### config.mk
export PLATFORM = sky130hd
export DESIGN_NAME = route_selector
export DESIGN_NICKNAME = d
export VERILOG_FILES = /design/src/rtl/rsel_pkg.sv /design/src/rtl/rsel_axis_delta.sv /design/src/rtl/rsel_turn_filter.sv /design/src/rtl/rsel_tiebreak.sv /design/src/rtl/route_selector.sv
export SDC_FILE = /design/constraint.sdc
export NUM_CORES = 1
export LEC_CHECK = 0
export BUFFER_PORTS_ARGS = -buffer_cell sky130_fd_sc_hd__buf_2
export CAP_MARGIN = 25
export CORE_MARGIN = 3
export CORE_UTILIZATION = 40
export DETAILED_ROUTE_END_ITERATION = 10
export PLACE_DENSITY_LB_ADDON = 0.25
export SETUP_SLACK_MARGIN = 0.15
export SYNTH_ARGS = -nofsm -noshare
export SYNTH_HDL_FRONTEND = slang
export SYNTH_SLANG_ARGS = --single-unit
export TNS_END_PERCENT = 20
### constraint.sdc
create_clock -name clk -period 3.6 [get_ports clk]
set_input_delay 0.18 -clock clk [delete_from_list [all_inputs] [get_ports clk]]
set_output_delay 0.18 -clock clk [all_outputs]
set_load 0.01 [all_outputs]
### src/rtl/rsel_pkg.sv
package rsel_pkg;

  typedef enum logic [2:0] {
    DIR_LOCAL = 3'd0,
    DIR_EAST  = 3'd1,
    DIR_NORTH = 3'd2,
    DIR_WEST  = 3'd3,
    DIR_SOUTH = 3'd4
  } dir_e;

  typedef enum logic [1:0] {
    MODE_WEST_FIRST = 2'd0,
    MODE_EAST_LAST  = 2'd1,
    MODE_ODD_EVEN   = 2'd2,
    MODE_NEG_FIRST  = 2'd3
  } mode_e;

  // Candidate set handed from the turn filter to the tiebreak stage
  typedef struct packed {
    dir_e x_dir;
    dir_e y_dir;
    logic adaptive;
    dir_e fixed;
  } cand_t;

  // Output that keeps a flit moving in the same direction it arrived
  function automatic dir_e straight_of(input dir_e arrived);
    case (arrived)
      DIR_EAST:  return DIR_WEST;
      DIR_WEST:  return DIR_EAST;
      DIR_NORTH: return DIR_SOUTH;
      DIR_SOUTH: return DIR_NORTH;
      default:   return DIR_LOCAL;
    endcase
  endfunction

endpackage

### src/rtl/rsel_axis_delta.sv
module rsel_axis_delta #(
  parameter int W = 3
) (
  input  logic [W-1:0]      cur,
  input  logic [W-1:0]      dst,
  output logic signed [W:0] delta
);
  always_comb delta = $signed({1'b0, dst}) - $signed({1'b0, cur});
endmodule

### src/rtl/rsel_turn_filter.sv
module rsel_turn_filter #(
  parameter int XW = 3,
  parameter int YW = 3
) (
  input  logic signed [XW:0] dx,
  input  logic signed [YW:0] dy,
  input  logic               col_odd,
  input  rsel_pkg::mode_e    mode,
  output rsel_pkg::cand_t    cand
);
  import rsel_pkg::*;

  logic dx_pos, dx_neg, dx_far, dy_pos, dy_neg;
  logic use_el, use_wf;

  always_comb begin
    dx_pos = dx > 0;
    dx_neg = dx < 0;
    dx_far = dx > 1;
    dy_pos = dy > 0;
    dy_neg = dy < 0;
    use_el = (mode == MODE_EAST_LAST)  || (mode == MODE_ODD_EVEN && !col_odd);
    use_wf = (mode == MODE_WEST_FIRST) || (mode == MODE_ODD_EVEN &&  col_odd);

    cand.x_dir    = dx_pos ? DIR_EAST : DIR_WEST;
    cand.y_dir    = dy_pos ? DIR_NORTH : DIR_SOUTH;
    cand.adaptive = 1'b0;
    cand.fixed    = DIR_LOCAL;

    if (!dx_pos && !dx_neg && !dy_pos && !dy_neg) begin
      cand.fixed = DIR_LOCAL;
    end else if (!dy_pos && !dy_neg) begin
      cand.fixed = cand.x_dir;
    end else if (!dx_pos && !dx_neg) begin
      cand.fixed = cand.y_dir;
    end else if (use_el) begin
      if (dx_pos) cand.fixed = cand.y_dir;
      else        cand.adaptive = 1'b1;
    end else if (use_wf) begin
      if (dx_neg)                              cand.fixed = DIR_WEST;
      else if (mode == MODE_ODD_EVEN && dx_far) cand.fixed = cand.y_dir;
      else                                     cand.adaptive = 1'b1;
    end else begin
      if (dx_neg && dy_pos)      cand.fixed = DIR_WEST;
      else if (dx_pos && dy_neg) cand.fixed = DIR_SOUTH;
      else                       cand.adaptive = 1'b1;
    end
  end
endmodule

### src/rtl/rsel_tiebreak.sv
module rsel_tiebreak #(
  parameter int SW = 4,
  parameter int FW = 4
) (
  input  rsel_pkg::cand_t     cand,
  input  rsel_pkg::dir_e      arrived,
  input  logic [3:0][SW-1:0]  link_used,
  input  logic [3:0][FW-1:0]  nbr_fill,
  output rsel_pkg::dir_e      choice
);
  import rsel_pkg::*;

  logic [1:0]    ix, iy;
  logic [SW-1:0] ux, uy;
  logic [FW-1:0] fx, fy;
  logic          y_straight, pick_y;

  always_comb begin
    ix = 2'(cand.x_dir - 3'd1);
    iy = 2'(cand.y_dir - 3'd1);
    ux = link_used[ix];
    uy = link_used[iy];
    fx = nbr_fill[ix];
    fy = nbr_fill[iy];
    y_straight = (straight_of(arrived) == cand.y_dir);
    if (uy != ux)      pick_y = (uy < ux);
    else if (fy != fx) pick_y = (fy < fx);
    else               pick_y = y_straight;
    if (!cand.adaptive) choice = cand.fixed;
    else                choice = pick_y ? cand.y_dir : cand.x_dir;
  end
endmodule

### src/rtl/route_selector.sv
module route_selector #(
  parameter int XW = 3,
  parameter int YW = 3,
  parameter int SW = 4,
  parameter int FW = 4
) (
  input  logic                clk,
  input  logic                rst,
  input  logic                hdr_valid,
  input  logic [XW-1:0]       cur_x,
  input  logic [YW-1:0]       cur_y,
  input  logic [XW-1:0]       dst_x,
  input  logic [YW-1:0]       dst_y,
  input  logic [1:0]          mode,
  input  logic [2:0]          in_port,
  input  logic [3:0][SW-1:0]  link_used,
  input  logic [3:0][FW-1:0]  nbr_fill,
  output logic                sel_valid,
  output logic [2:0]          sel_dir
);
  import rsel_pkg::*;

  logic signed [XW:0] dx;
  logic signed [YW:0] dy;
  cand_t              cand;
  dir_e               choice;

  rsel_axis_delta #(.W(XW)) u_dx (.cur(cur_x), .dst(dst_x), .delta(dx));
  rsel_axis_delta #(.W(YW)) u_dy (.cur(cur_y), .dst(dst_y), .delta(dy));

  rsel_turn_filter #(.XW(XW), .YW(YW)) u_turn (
    .dx(dx), .dy(dy), .col_odd(cur_x[0]), .mode(mode_e'(mode)), .cand(cand)
  );

  rsel_tiebreak #(.SW(SW), .FW(FW)) u_tie (
    .cand(cand), .arrived(dir_e'(in_port)), .link_used(link_used),
    .nbr_fill(nbr_fill), .choice(choice)
  );

  always_ff @(posedge clk) begin
    if (rst) begin
      sel_valid <= 1'b0;
      sel_dir   <= DIR_LOCAL;
    end else begin
      sel_valid <= hdr_valid;
      if (hdr_valid) sel_dir <= choice;
    end
  end
endmodule

# Yosys cells after proc, flatten, opt, wreduce, memory -nomap -nowiden

Cells that the tools add are included.

Memories kept: 0
Logic and storage cells: 74
Bits in writable memories: 0
Input port bits: 52
Bits in latches: 0
Register bits after elaboration: 4
Memory bits (read-only): 0
Output and inout port bits: 4

Shift-type cells: 0
Divide/modulo/power cells: 0
$lt $le $gt $ge: 9
Bitwise logic cells: 0
Reduce and logical (&&, ||, !) cells: 17
Eq/ne operators: 9
Add/subtract/negate cells: 4
Multiplexer cells: 33
$mul: 0

Operators by type and width:

| kind                                                          | count |
|---|---|
| two-way mux 3 bit                                             | 11 |
| binary-select mux 4 bit (select 2 bit)                        | 4 |
| two-way mux 4 bit                                             | 6 |
| one-hot mux 3 bit (4 select lines)                            | 1 |
| two-way mux 1 bit                                             | 10 |
| logical AND 1 bit                                             | 9 |
| greater-than comparator 4 x 1 -> 1 bit, second input constant | 2 |
| < comparator 4 x 1 -> 1 bit, second input constant            | 2 |
| < comparator 4 bit                                            | 2 |
| != test 4 bit                                                 | 2 |
| subtractor 3 x 3 -> 4 bit                                     | 2 |
| == test 3 x 2 -> 1 bit, second input constant                 | 2 |
| < comparator 2 x 3 -> 1 bit, second input constant            | 2 |
| zero test 1 bit                                               | 5 |
| greater-than comparator 4 x 2 -> 1 bit, second input constant | 1 |
| subtractor 2 x 1 -> 2 bit, second input constant              | 2 |
| == test 3 x 1 -> 1 bit, second input constant                 | 1 |
| == test 3 bit                                                 | 1 |
| == test 3 bit, second input constant                          | 1 |
| == test 2 x 1 -> 1 bit, second input constant                 | 1 |
| == test 2 bit, second input constant                          | 1 |
| zero test 2 bit                                               | 1 |
| logical OR 1 bit                                              | 2 |
| two-way mux 2 bit                                             | 1 |

# Logic depth before layout (Yosys ltp)

Gate-level depths: netlist (run 1).

Word-level depth: 11
Gate-level depth with buffers: 15
Gate-level depth less buffers: 14

# Hierarchy

From an unflattened synthesis (run 1), not the netlist that was laid out.

Cell total of the unflattened synthesis: 146
Area, all modules: 1350.0 sq um

By module, submodules not included:

| module           | seq. area each (sq um) | cells each | instances | area an instance (sq um) |
|---|---|---|---|---|
| rsel_tiebreak    | 0.0                    | 72         | 1         | 793.3 |
| rsel_turn_filter | 0.0                    | 39         | 1         | 231.5 |
| rsel_axis_delta  | 0.0                    | 12         | 2         | 98.8 |
| route_selector   | 80.1                   | 11         | 1         | 127.6 |

# Worst setup path before layout (run 1)

No wires, ideal clock.

Path type: input -> register
Start point: in dst_x[0]
End point: reg sel_dir[0]
Setup time: 0.088 ns
Data arrival time: 3.306 ns
Path buffers: 1
Data required time: 3.512 ns
Slack: 0.206 ns
Stages on the path: 14
Cells stage by stage: inv_1 > ha_1 > fa_1 > and2_1 > a22oi_1 > buf_2 > mux2_2 > ha_1 > nand2b_1 > a2111oi_0 > or2_2 > a211oi_2 > or3b_1 > a311oi_2

Longest elaborated chain between the ends: 11
Elaborated cells between the ends (all ways): 43
Classes of those cells: add/sub (2); order compare (5); eq/ne (2); mux (26); reduce/logical (8)

Ends and longest elaborated chain:

| item                                                                                             | line                                           | RTL |
|---|---|---|
| start, declared                                                                                  | route_selector.sv:12                           | `input logic [XW-1:0] dst_x,` |
| subtractor 3 x 3 -> 4 bit (*)                                                                    | rsel_axis_delta.sv:8                           | `always_comb delta = $signed({1'b0, dst}) - $signed({1'b0, cur});` |
| greater-than comparator 4 x 1 -> 1 bit or greater-than comparator 4 x 2 -> 1 bit (tied branches) | rsel_turn_filter.sv:17, rsel_turn_filter.sv:19 |  |
| two-way mux 2 bit, or another cell as far along                                                  | rsel_turn_filter.sv:25                         | `cand.x_dir = dx_pos ? DIR_EAST : DIR_WEST;` |
| subtractor 2 x 1 -> 2 bit, or another cell as far along                                          | rsel_tiebreak.sv:19                            | `ix = 2'(cand.x_dir - 3'd1);` |
| binary-select mux 4 bit (select 2 bit), or another cell as far along                             | rsel_tiebreak.sv:23                            | `fx = nbr_fill[ix];` |
| two-way mux 4 bit (on tied branches)                                                             | rsel_tiebreak.sv:23, rsel_turn_filter.sv:39    |  |
| < comparator 4 bit, or another cell as far along                                                 | rsel_tiebreak.sv:27                            | `else if (fy != fx) pick_y = (fy < fx);` |
| two-way mux 1 bit, or another cell as far along                                                  | rsel_tiebreak.sv:27                            |  |
| two-way mux 1 bit, or another cell as far along                                                  | rsel_tiebreak.sv:26                            | `if (uy != ux) pick_y = (uy < ux);` |
| two-way mux 3 bit, or another cell as far along                                                  | rsel_tiebreak.sv:30                            | `else choice = pick_y ? cand.y_dir : cand.x_dir;` |
| two-way mux 3 bit (*)                                                                            | rsel_tiebreak.sv:29                            | `if (!cand.adaptive) choice = cand.fixed;` |
| end signal, assigned                                                                             | route_selector.sv:46                           | `if (hdr_valid) sel_dir <= choice;` |
| end, declared                                                                                    | route_selector.sv:19                           | `output logic [2:0] sel_dir` |

Mark *: on every way between the ends. The rest lies on a longest branch, timed or not. The select of a mux whose other input is x is not followed.
A chain may end at the register's enable or synchronous reset.

# Worst setup path after layout (run 1)

Start point: in dst_y[0]
End point: reg sel_dir[0]

Longest elaborated chain between the ends: 11
Elaborated cells between the ends (all ways): 36
Classes of those cells: add/sub (2); order compare (4); eq/ne (3); mux (20); reduce/logical (7)

Ends and longest elaborated chain:

| item                                                                                  | line                                           | RTL |
|---|---|---|
| start, declared                                                                       | route_selector.sv:13                           | `input logic [YW-1:0] dst_y,` |
| subtractor 3 x 3 -> 4 bit (*)                                                         | rsel_axis_delta.sv:8                           |  |
| greater-than comparator 4 x 1 -> 1 bit or < comparator 4 x 1 -> 1 bit (tied branches) | rsel_turn_filter.sv:20, rsel_turn_filter.sv:21 |  |
| two-way mux 3 bit or logical AND 1 bit (tied branches)                                | rsel_turn_filter.sv:26, rsel_turn_filter.sv:45 |  |
| subtractor 2 x 1 -> 2 bit or two-way mux 1 bit (tied branches)                        | rsel_tiebreak.sv:20, rsel_turn_filter.sv:45    |  |
| binary-select mux 4 bit (select 2 bit) or two-way mux 1 bit (tied branches)           | rsel_tiebreak.sv:24, rsel_turn_filter.sv:44    |  |
| two-way mux 4 bit (on tied branches)                                                  | rsel_tiebreak.sv:24, rsel_turn_filter.sv:39    |  |
| < comparator 4 bit, or another cell as far along                                      | rsel_tiebreak.sv:27                            |  |
| two-way mux 1 bit (on tied branches)                                                  | rsel_tiebreak.sv:27, rsel_turn_filter.sv:34    |  |
| two-way mux 1 bit (on tied branches)                                                  | rsel_tiebreak.sv:26, rsel_turn_filter.sv:32    |  |
| two-way mux 3 bit or two-way mux 1 bit (tied branches)                                | rsel_tiebreak.sv:30, rsel_turn_filter.sv:30    |  |
| two-way mux 3 bit (*)                                                                 | rsel_tiebreak.sv:29                            |  |

Marked as above.

==> results of run 1 <==
[worst max path at each step]
| stage | end | slack [ns] |
|---|---|---|
| after floorplan | sel_dir[0] | 0.21 |
| after global placement | sel_dir[0] | -0.04 |
| after detailed placement | sel_dir[0] | -0.09 |
| after CTS | sel_dir[0] | 0.25 |
| after global routing | sel_dir[0] | 0.1 |
| final | sel_dir[0] | 0.23 |
[cells by family after synthesis]
kind of cell    share of synthesized area
flops                              0.0793
simple gates                        0.188
fa+ha+maj                           0.213
mux                                 0.188
compound gates                      0.238
buf+inv                            0.0681
xor+xnor                           0.0248
[power by group]
part | internal [mW] | leakage [nW] | total [mW] | switching [mW]
clock | 0.0373 | 0.0138 | 0.0563 | 0.0190
sequential | 0.0510 | 0.0332 | 0.0539 | 0.00298
combinational | 0.163 | 0.702 | 0.312 | 0.148
total | 0.252 | 0.749 | 0.422 | 0.170
[per-layer routing]
metal | GRT usage | vias to the layer above | part of all wire
met4 | 0.0407 | 0 | 0
met3 | 0.0162 | 0 | 0.055
met2 | 0.312 | 45 | 0.56
li1 | - | 578 | -
met1 | 0.207 | 539 | 0.39
met5 | 0 | - | 0
[Yosys cell counts (all sizes together), types with 3 or more instances]
| cell | number |
|---|---|
| nor2 | 4 |
| a21oi | 6 |
| mux2i | 10 |
| inv | 14 |
| nor2b | 3 |
| o21ai | 3 |
| dfxtp | 4 |
| mux2 | 8 |
| ha | 14 |
| a221oi | 3 |
| o21a | 4 |
| and2 | 4 |
| nand2b | 3 |
| nand2 | 5 |
[state kept, by name (all words and copies together), names as in the netlist]
name	cells
sel_dir	3
sel_valid	1
[what timing repair did]
item / 4_1_cts / 5_1_grt
pin swaps: 0 / 3
resized for setup: 1 / 16
setup buffers: 0 / 3
cloned: 0 / 1
endpoints found under the setup margin: 1 / 3
hold buffers: 0 / 0
[area by class of cell]
cell class,instances,share of cell area
multi-input cells,99,0.639
repair buffers,64,0.233
flip-flops and latches,4,0.0541
inverters,14,0.0355
well taps,28,0.0237
clock buffers,3,0.0152
==> impl_metrics.csv, run 1 <==
group,metric,value,unit
run_status,status,"finished, final reports clean",
cells_and_area,stdcell_count,212,
synthesis,syn-instance-count,119,
sta,relSlewSlack,0.739,
sta,fin_ws,0.228,ns
cts,cts_tree,"yes",
cells_and_area,regArea,80.1,um2
placed_design,dp_hpwl,2.27,mm
worst_setup_path,path_depth,16,
worst_setup_path,rrSetupSlack,2.77,ns
sta,timing.hold.ws,0.160,ns
cells_and_area,multi_input_area,945,um2
worst_setup_path,worstPathMaxFanout,5,
worst_setup_path,cp_slowest_cell,"fa_2",
cts,clock_sinks,4,
synthesis,ys.warnings.count,0,
synthesis,yosys.area.top_type,"ha_1",
sta,rsz0062_at_grt,"yes",
sta,hold_viol_final,0,
synthesis,synthArstFlopShare,0,
cts,clk_latency,0.23,ns
worst_setup_path,crit_chain,"buf_2 -> inv_1 -> ha_2 -> inv_1 -> fa_2 -> inv_1 -> a32oi_2 -> buf_2 -> mux2_2 -> ha_1 -> and4_2 -> nand4_1 -> mux2i_1 -> a211oi_2 -> or3b_4 -> a311oi_2",
global_routing,first_global_vias,1113,
sta,finalSetupViolations,0,
placed_design,gp_congestion,0.861,
sta,period_minus_slack,3.37,ns
worst_setup_path,worstSetupPathType,"input port to register",
power,power_density,285,mW/mm2
placed_design,port-buffer-count,55,
floorplan,die_x,56.2,um
cells_and_area,syn2layout_area_growth,46.5,%
worst_hold_path,min-delay-start,"rst",
sta,tightest_slew,0.392,ns
synthesis,synth.lib_cells_used.distinct,46,
worst_setup_path,r2r_end,"sel_dir[1]",
cells_and_area,stdcell_area,0.00148,mm2
sta,fmax,297,MHz
global_routing,grt_antenna_before_repair,0,
placed_design,place_ws,-0.0941,ns
global_routing,grt_usage,0.169,
power,power.leakage,0.749,nW
cells_and_area,n_antenna_cell,0,
cts,clkTransAtPathRegs,0.04,ns
global_routing,grt.overflow.total,0,
synthesis,syn_avg_cell_area,8.49,um2
worst_setup_path,cp.required,3.75,ns
global_routing,grt_pass1_wl,4.52,mm
global_routing,grt_max_degree,12,
drt,post_drt_via_cell_ratio,5.48,
power,ir_drop,0.181,mV
synthesis,synth_seq_area_share,0.0793,
worst_setup_path,r2r_start,"sel_dir[1]",
power,p_total,0.422,mW
sta,clock_skew,0,ns
cts,cts_buffers,3,
worst_setup_path,cp-startpoint,"dst_y[0]",
drt,drtIter0Drc,23,
sta,setup-tns-final,0,ns
floorplan,io_pins,56,
synthesis,ys_ff_latch,4,
cells_and_area,final_common_cell,"buf_2",
synthesis,netlist_area,0.00101,mm2
worst_hold_path,hp-class,"input port to register",
run,drv_cap,0,
placed_design,dp_cells,205,
placed_design,placed_area,0.00134,mm2
worst_setup_path,worstPathArrival,3.52,ns
cells_and_area,n_fill_cell,219,
floorplan,die_y,56.2,um
floorplan,row_count,17,
synthesis,syn-num-nets,187,
sta,finalCritPeriodShare,0.937,
drt,firstDrtPassIters,4,
worst_setup_path,cpLargestDelayFamily,"adder cells",
cts,cts_root_buffer,"clkbuf_4",
drt,ant_nets,0,
floorplan,dieArea,0.00316,mm2
worst_setup_path,worstSetupStartpointType,"input port",
synthesis,synth.top_cell.area_share,0.173,
worst_setup_path,worstSetupEndpointType,"register",
synthesis,synth_edf_count,0,
worst_setup_path,crit_buf_inv,5,
worst_hold_path,hold_path_end,"sel_dir[0]",
worst_setup_path,worst-r2r-cell-count,3,
drt,wirelength,3.03,mm
cells_and_area,utilization,0.644,
cells_and_area,fin_nets,254,
drt,post_drt_wl_per_cell,14.3,um
cells_and_area,drive_above_1_share,0.500,
drt,vias,1162,
floorplan,start_util,0.440,
synthesis,ys_top_cells_by_area,"ha_1 (17%), mux2i_1 (9.9%), mux2_2 (8.9%), dfxtp_1 (7.9%), inv_1 (5.2%)",
cts,clock_path_buffers,2,
drt,drc,0,
cts,h-tree-depth,1,
cells_and_area,final_cell_mix,"buf_2 (56), inv_1 (14), mux2i_1 (10), ha_1 (10), buf_4 (7)",
worst_setup_path,slowest_delay,0.51,ns
sta,slew_viol_final,0,
worst_hold_path,min_path_cells,2,
synthesis,synth_flop_cell,"dfxtp_1",
worst_setup_path,crit_top_cell,"inv_1",
floorplan,core_region_area,0.00230,mm2
(Power assumes the default switching activity.)
==> run 2, diff against run 1 <==
- CORE_UTILIZATION: 40 -> 48
- clock period: 3.6 -> 4 ns (I/O delays scaled with it)
==> impl_metrics.csv, run 2 (synthesis gave the netlist of run 1 again) <==
group,metric,value,unit
run_status,status,"finished, final reports clean",
sta,hold_viol_final,0,
power,power_density,240,mW/mm2
worst_setup_path,r2r_start,"sel_dir[1]",
cts,post_cts_resized,0,
power,switchingPower,0.130,mW
cts,cts_hold_buffers,0,
power,p_total,0.321,mW
sta,setup-tns-final,0,ns
worst_hold_path,hold_path_end,"sel_dir[0]",
cells_and_area,final_common_cell,"buf_2",
cells_and_area,stdcell_count,202,
sta,rsz0062_at_grt,"no",
floorplan,die_x,51.9,um
worst_setup_path,r2r_end,"sel_dir[1]",
sta,relSlewSlack,0.630,
cells_and_area,top_register,"sel_dir",
worst_hold_path,hp-class,"input port to register",
cells_and_area,drive_above_1_share,0.418,
global_routing,grt_pass1_wl,4.11,mm
global_routing,grt_usage,0.195,
worst_setup_path,worst-r2r-cell-count,3,
power,ir_drop,0.156,mV
placed_design,dp_cells,199,
power,clkPwrFrac,0.153,
sta,period_minus_slack,3.56,ns
drt,vias,1117,
floorplan,row_count,15,
cells_and_area,stdcell_area,0.00134,mm2
sta,slew_viol_final,0,
global_routing,grt_antenna_before_repair,0,
power,comb_power_share,0.696,
worst_hold_path,min_path_cells,2,
drt,drc,0,
power,p_int,0.191,mW
cts,clock_sinks,4,
cts,cts_tree,"yes",
worst_setup_path,worstPathArrival,3.70,ns
power,switching_share,0.405,
sta,finalSetupViolations,0,
cells_and_area,largest_register_ff_count,3,
worst_hold_path,min-delay-start,"rst",
global_routing,grt.overflow.total,0,
cells_and_area,reg.largest.list,"sel_dir x3, sel_valid x1",
worst_setup_path,worstSetupPathType,"input port to register",
drt,firstDrtPassIters,4,
placed_design,placed_area,0.00132,mm2
placed_design,dp_hpwl,2.24,mm
power,power.share.sequential,0.151,
power,power.leakage,0.697,nW
worst_setup_path,worstSetupEndpointType,"register",
cells_and_area,n_fill_cell,161,
sta,timing.hold.ws,0.177,ns
worst_setup_path,worstSetupStartpointType,"input port",
cts,h-tree-depth,1,
cts,clock_path_buffers,2,
cts,cts_root_buffer,"clkbuf_4",
sta,fin_ws,0.444,ns
sta,clock_skew,0,ns
drt,post_drt_wl_per_cell,12.6,um
cts,clk_latency,0.23,ns
cells_and_area,final_cell_mix,"buf_2 (55), inv_1 (14), ha_1 (14)",
drt,wirelength,2.55,mm
cells_and_area,syn2layout_area_growth,32.5,%
placed_design,port-buffer-count,55,
run,drv_cap,0,
global_routing,grt_max_degree,12,
floorplan,start_util,0.543,
cells_and_area,utilization,0.720,
cts,cts_buffers,3,
worst_setup_path,cp.required,4.14,ns
drt,ant_nets,0,
cells_and_area,fin_nets,247,
placed_design,gp_congestion,0.774,
cts,clkTransAtPathRegs,0.04,ns
floorplan,core_region_area,0.00186,mm2
floorplan,die_y,51.9,um
global_routing,first_global_vias,1086,
worst_setup_path,rrSetupSlack,3.21,ns
cts,postCtsSetupBuffers,0,
worst_setup_path,worstPathMaxFanout,10,
sta,tightest_slew,0.553,ns
sta,finalCritPeriodShare,0.889,
drt,post_drt_via_cell_ratio,5.53,
floorplan,dieArea,0.00269,mm2
placed_design,place_ws,0.235,ns
sta,fmax,281,MHz
floorplan,io_pins,56,
drt,drtIter0Drc,12,
cells_and_area,n_antenna_cell,0,
[run 2: worst max-delay path: stages]
cell	delay, ns
buf_2	0.12
ha_1	0.23
fa_1	0.47
and2_1	0.20
a22oi_1	0.17
buf_4	0.23
mux2_2	0.36
ha_1	0.33
nand2b_1	0.12
a2111oi_0	0.11
or2_2	0.30
a211oi_2	0.24
or3b_1	0.39
a311oi_2	0.23
[run 2: routing by layer]
metal  routed length, um  vias to the layer above  track usage
li1                    -                      563            -
met1                 980                      502        0.219
met2                1340                       50        0.379
met3                 218                        2       0.0229
met4                  14                        0       0.0480
met5                   0                        -            0
[run 2: worst max-delay path by stage]
stage	depth (start not counted)	slack [ns]	endpoint	start
after floorplan	14	0.59	sel_dir[0]	dst_x[0]
after global placement	16	0.42	sel_dir[2]	dst_y[0]
after detailed placement	14	0.24	sel_dir[2]	cur_x[0]
after CTS	14	0.47	sel_dir[0]	cur_x[0]
after global routing	14	0.19	sel_dir[2]	cur_x[0]
final	14	0.44	sel_dir[0]	cur_x[0]
[run 2: power by group through the flow]
stage	registers, mW	clock network [mW]	logic, mW
final	0.0484	0.0492	0.224
after global routing	0.0495	0.0519	0.251
after CTS	0.0486	0.0510	0.224
after detailed placement	0.0491	0	0.223
after global placement	0.0487	0	0.213
after floorplan	0.0518	0	0.155
[run 2: final cells by class]
class	count	area, um2	share of cell area
clock buffer	3	22.5	0.0168
tap	25	31.3	0.0234
multi-input combinational	99	861	0.644
inverter	14	52.6	0.0393
sequential	4	80.1	0.0599
timing repair buffer	57	290	0.217
==> run 3, diff against run 2 <==
- GPL_TIMING_DRIVEN: default -> 0
==> impl_metrics.csv, run 3 (synthesis gave the netlist of run 1 again) <==
group,metric,value,unit
run_status,status,"finished, final reports clean",
sta,fmax,276,MHz
cells_and_area,n_antenna_cell,0,
cells_and_area,final_common_cell,"buf_2",
cts,clock_path_buffers,2,
power,power.leakage,0.698,nW
power,ir_drop,0.143,mV
global_routing,grt_usage,0.197,
worst_setup_path,crit_chain,"buf_2 -> ha_1 -> fa_1 -> and2_1 -> a22oi_1 -> buf_2 -> mux2_2 -> ha_1 -> nand2b_1 -> a2111oi_1 -> o311ai_0 -> inv_1 -> a2111oi_1 -> o32ai_1",
cts,h-tree-depth,1,
floorplan,row_count,15,
placed_design,place_ws,0.124,ns
sta,fin_ws,0.381,ns
cts,cts_root_buffer,"clkbuf_4",
worst_hold_path,hp-class,"input port to register",
worst_setup_path,worstSetupStartpointType,"input port",
cells_and_area,drive_above_1_share,0.418,
sta,relSlewSlack,0.621,
cells_and_area,top_register,"sel_dir",
cts,postCtsSetupBuffers,0,
floorplan,die_x,51.9,um
drt,drtIter0Drc,28,
drt,post_drt_wl_per_cell,12.5,um
global_routing,grt.overflow.total,0,
power,power_density,244,mW/mm2
run,drv_cap,0,
worst_setup_path,cp.required,4.09,ns
sta,hold_viol_final,0,
cts,cts_hold_buffers,0,
floorplan,start_util,0.543,
worst_setup_path,slowest_delay,0.48,ns
sta,rsz0062_at_grt,"no",
drt,drc,0,
sta,slew_viol_final,0,
drt,wirelength,2.53,mm
sta,tightest_slew,0.566,ns
cts,cts_tree,"yes",
sta,finalCritPeriodShare,0.905,
worst_setup_path,worstSetupEndpointType,"register",
sta,clock_skew,0,ns
cells_and_area,reg.largest.list,"sel_dir x3, sel_valid x1",
drt,post_drt_via_cell_ratio,5.57,
drt,firstDrtPassIters,4,
cells_and_area,final_cell_mix,"buf_2 (56), inv_1 (14), ha_1 (14)",
cells_and_area,largest_register_ff_count,3,
sta,finalSetupViolations,0,
worst_setup_path,worstPathMaxFanout,10,
global_routing,grt_antenna_before_repair,0,
sta,period_minus_slack,3.62,ns
drt,vias,1125,
worst_setup_path,worstPathArrival,3.71,ns
cells_and_area,fin_nets,247,
floorplan,dieArea,0.00269,mm2
worst_setup_path,cp_slowest_cell,"fa_1",
cts,clkTransAtPathRegs,0.03,ns
floorplan,core_region_area,0.00186,mm2
cts,clk_latency,0.24,ns
global_routing,grt_max_degree,11,
global_routing,grt_pass1_wl,4.02,mm
worst_setup_path,worstSetupPathType,"input port to register",
drt,ant_nets,0,
cells_and_area,syn2layout_area_growth,32.7,%
floorplan,io_pins,56,
floorplan,die_y,51.9,um
placed_design,gp_congestion,0.749,
cts,post_cts_resized,0,
cts,cts_buffers,3,
placed_design,port-buffer-count,55,
placed_design,dp_cells,199,
placed_design,dp_hpwl,2.14,mm
global_routing,first_global_vias,1026,
cts,clock_sinks,4,
sta,timing.hold.ws,0.170,ns
cells_and_area,stdcell_count,202,
power,p_total,0.327,mW
sta,setup-tns-final,0,ns
run 3: cell counts in the layout (fill, tap and decap cells not counted):
Identical to the previous run, type by type.
run 3: area by class of cell:
type | instances | area (um2)
buffer | 2 | 16.3
clock buffer | 3 | 22.5
fill | 159 | 518
inverter | 14 | 52.6
multi-input combinational | 99 | 862
sequential | 4 | 80.1
tap | 25 | 31.3
timing repair buffer | 55 | 275
run 3: path summary, 6_finish.rpt:
| path | start | endpoint | slack (ns) | depth (start not counted) |
|---|---|---|---|---|
| min reg2reg | sel_dir[2] | sel_dir[2] | 0.48 | 2 |
| max | cur_x[0] | sel_dir[2] | 0.38 | 14 |
| max reg2reg | sel_dir[1] | sel_dir[1] | 3.15 | 3 |
| min | rst | sel_dir[0] | 0.17 | 2 |
run 3: critical path, delay by kind of cell:
family	cells	cell delay (ns)
muxes	1	0.37
and+or+nand+nor	2	0.33
buffers and inverters	3	0.50
AOI/OAI and AO/OA	5	1.29
adders and majority gates	3	1.02
run 3: stage by stage:
step	cell area [um2]	utilization
after floorplan	1010	-
after global routing	1340	0.721
after global placement	1320	0.708
final	1340	0.721
after detailed placement	1320	0.708
after CTS	1340	0.721
run 3: report_power, final:
group	total [mW]	leakage (nW)	switching, mW	internal (mW)
sequential	0.0482	0.0332	0.00234	0.0458
combinational	0.225	0.650	0.113	0.112
clock	0.0539	0.0138	0.0201	0.0338
run 3: metal layers:
metal,track usage,up-vias,wire [um]
li1,-,563,-
met1,0.212,495,983
met2,0.366,59,1270
met3,0.0201,8,225
met4,0.109,0,53
met5,0,-,0
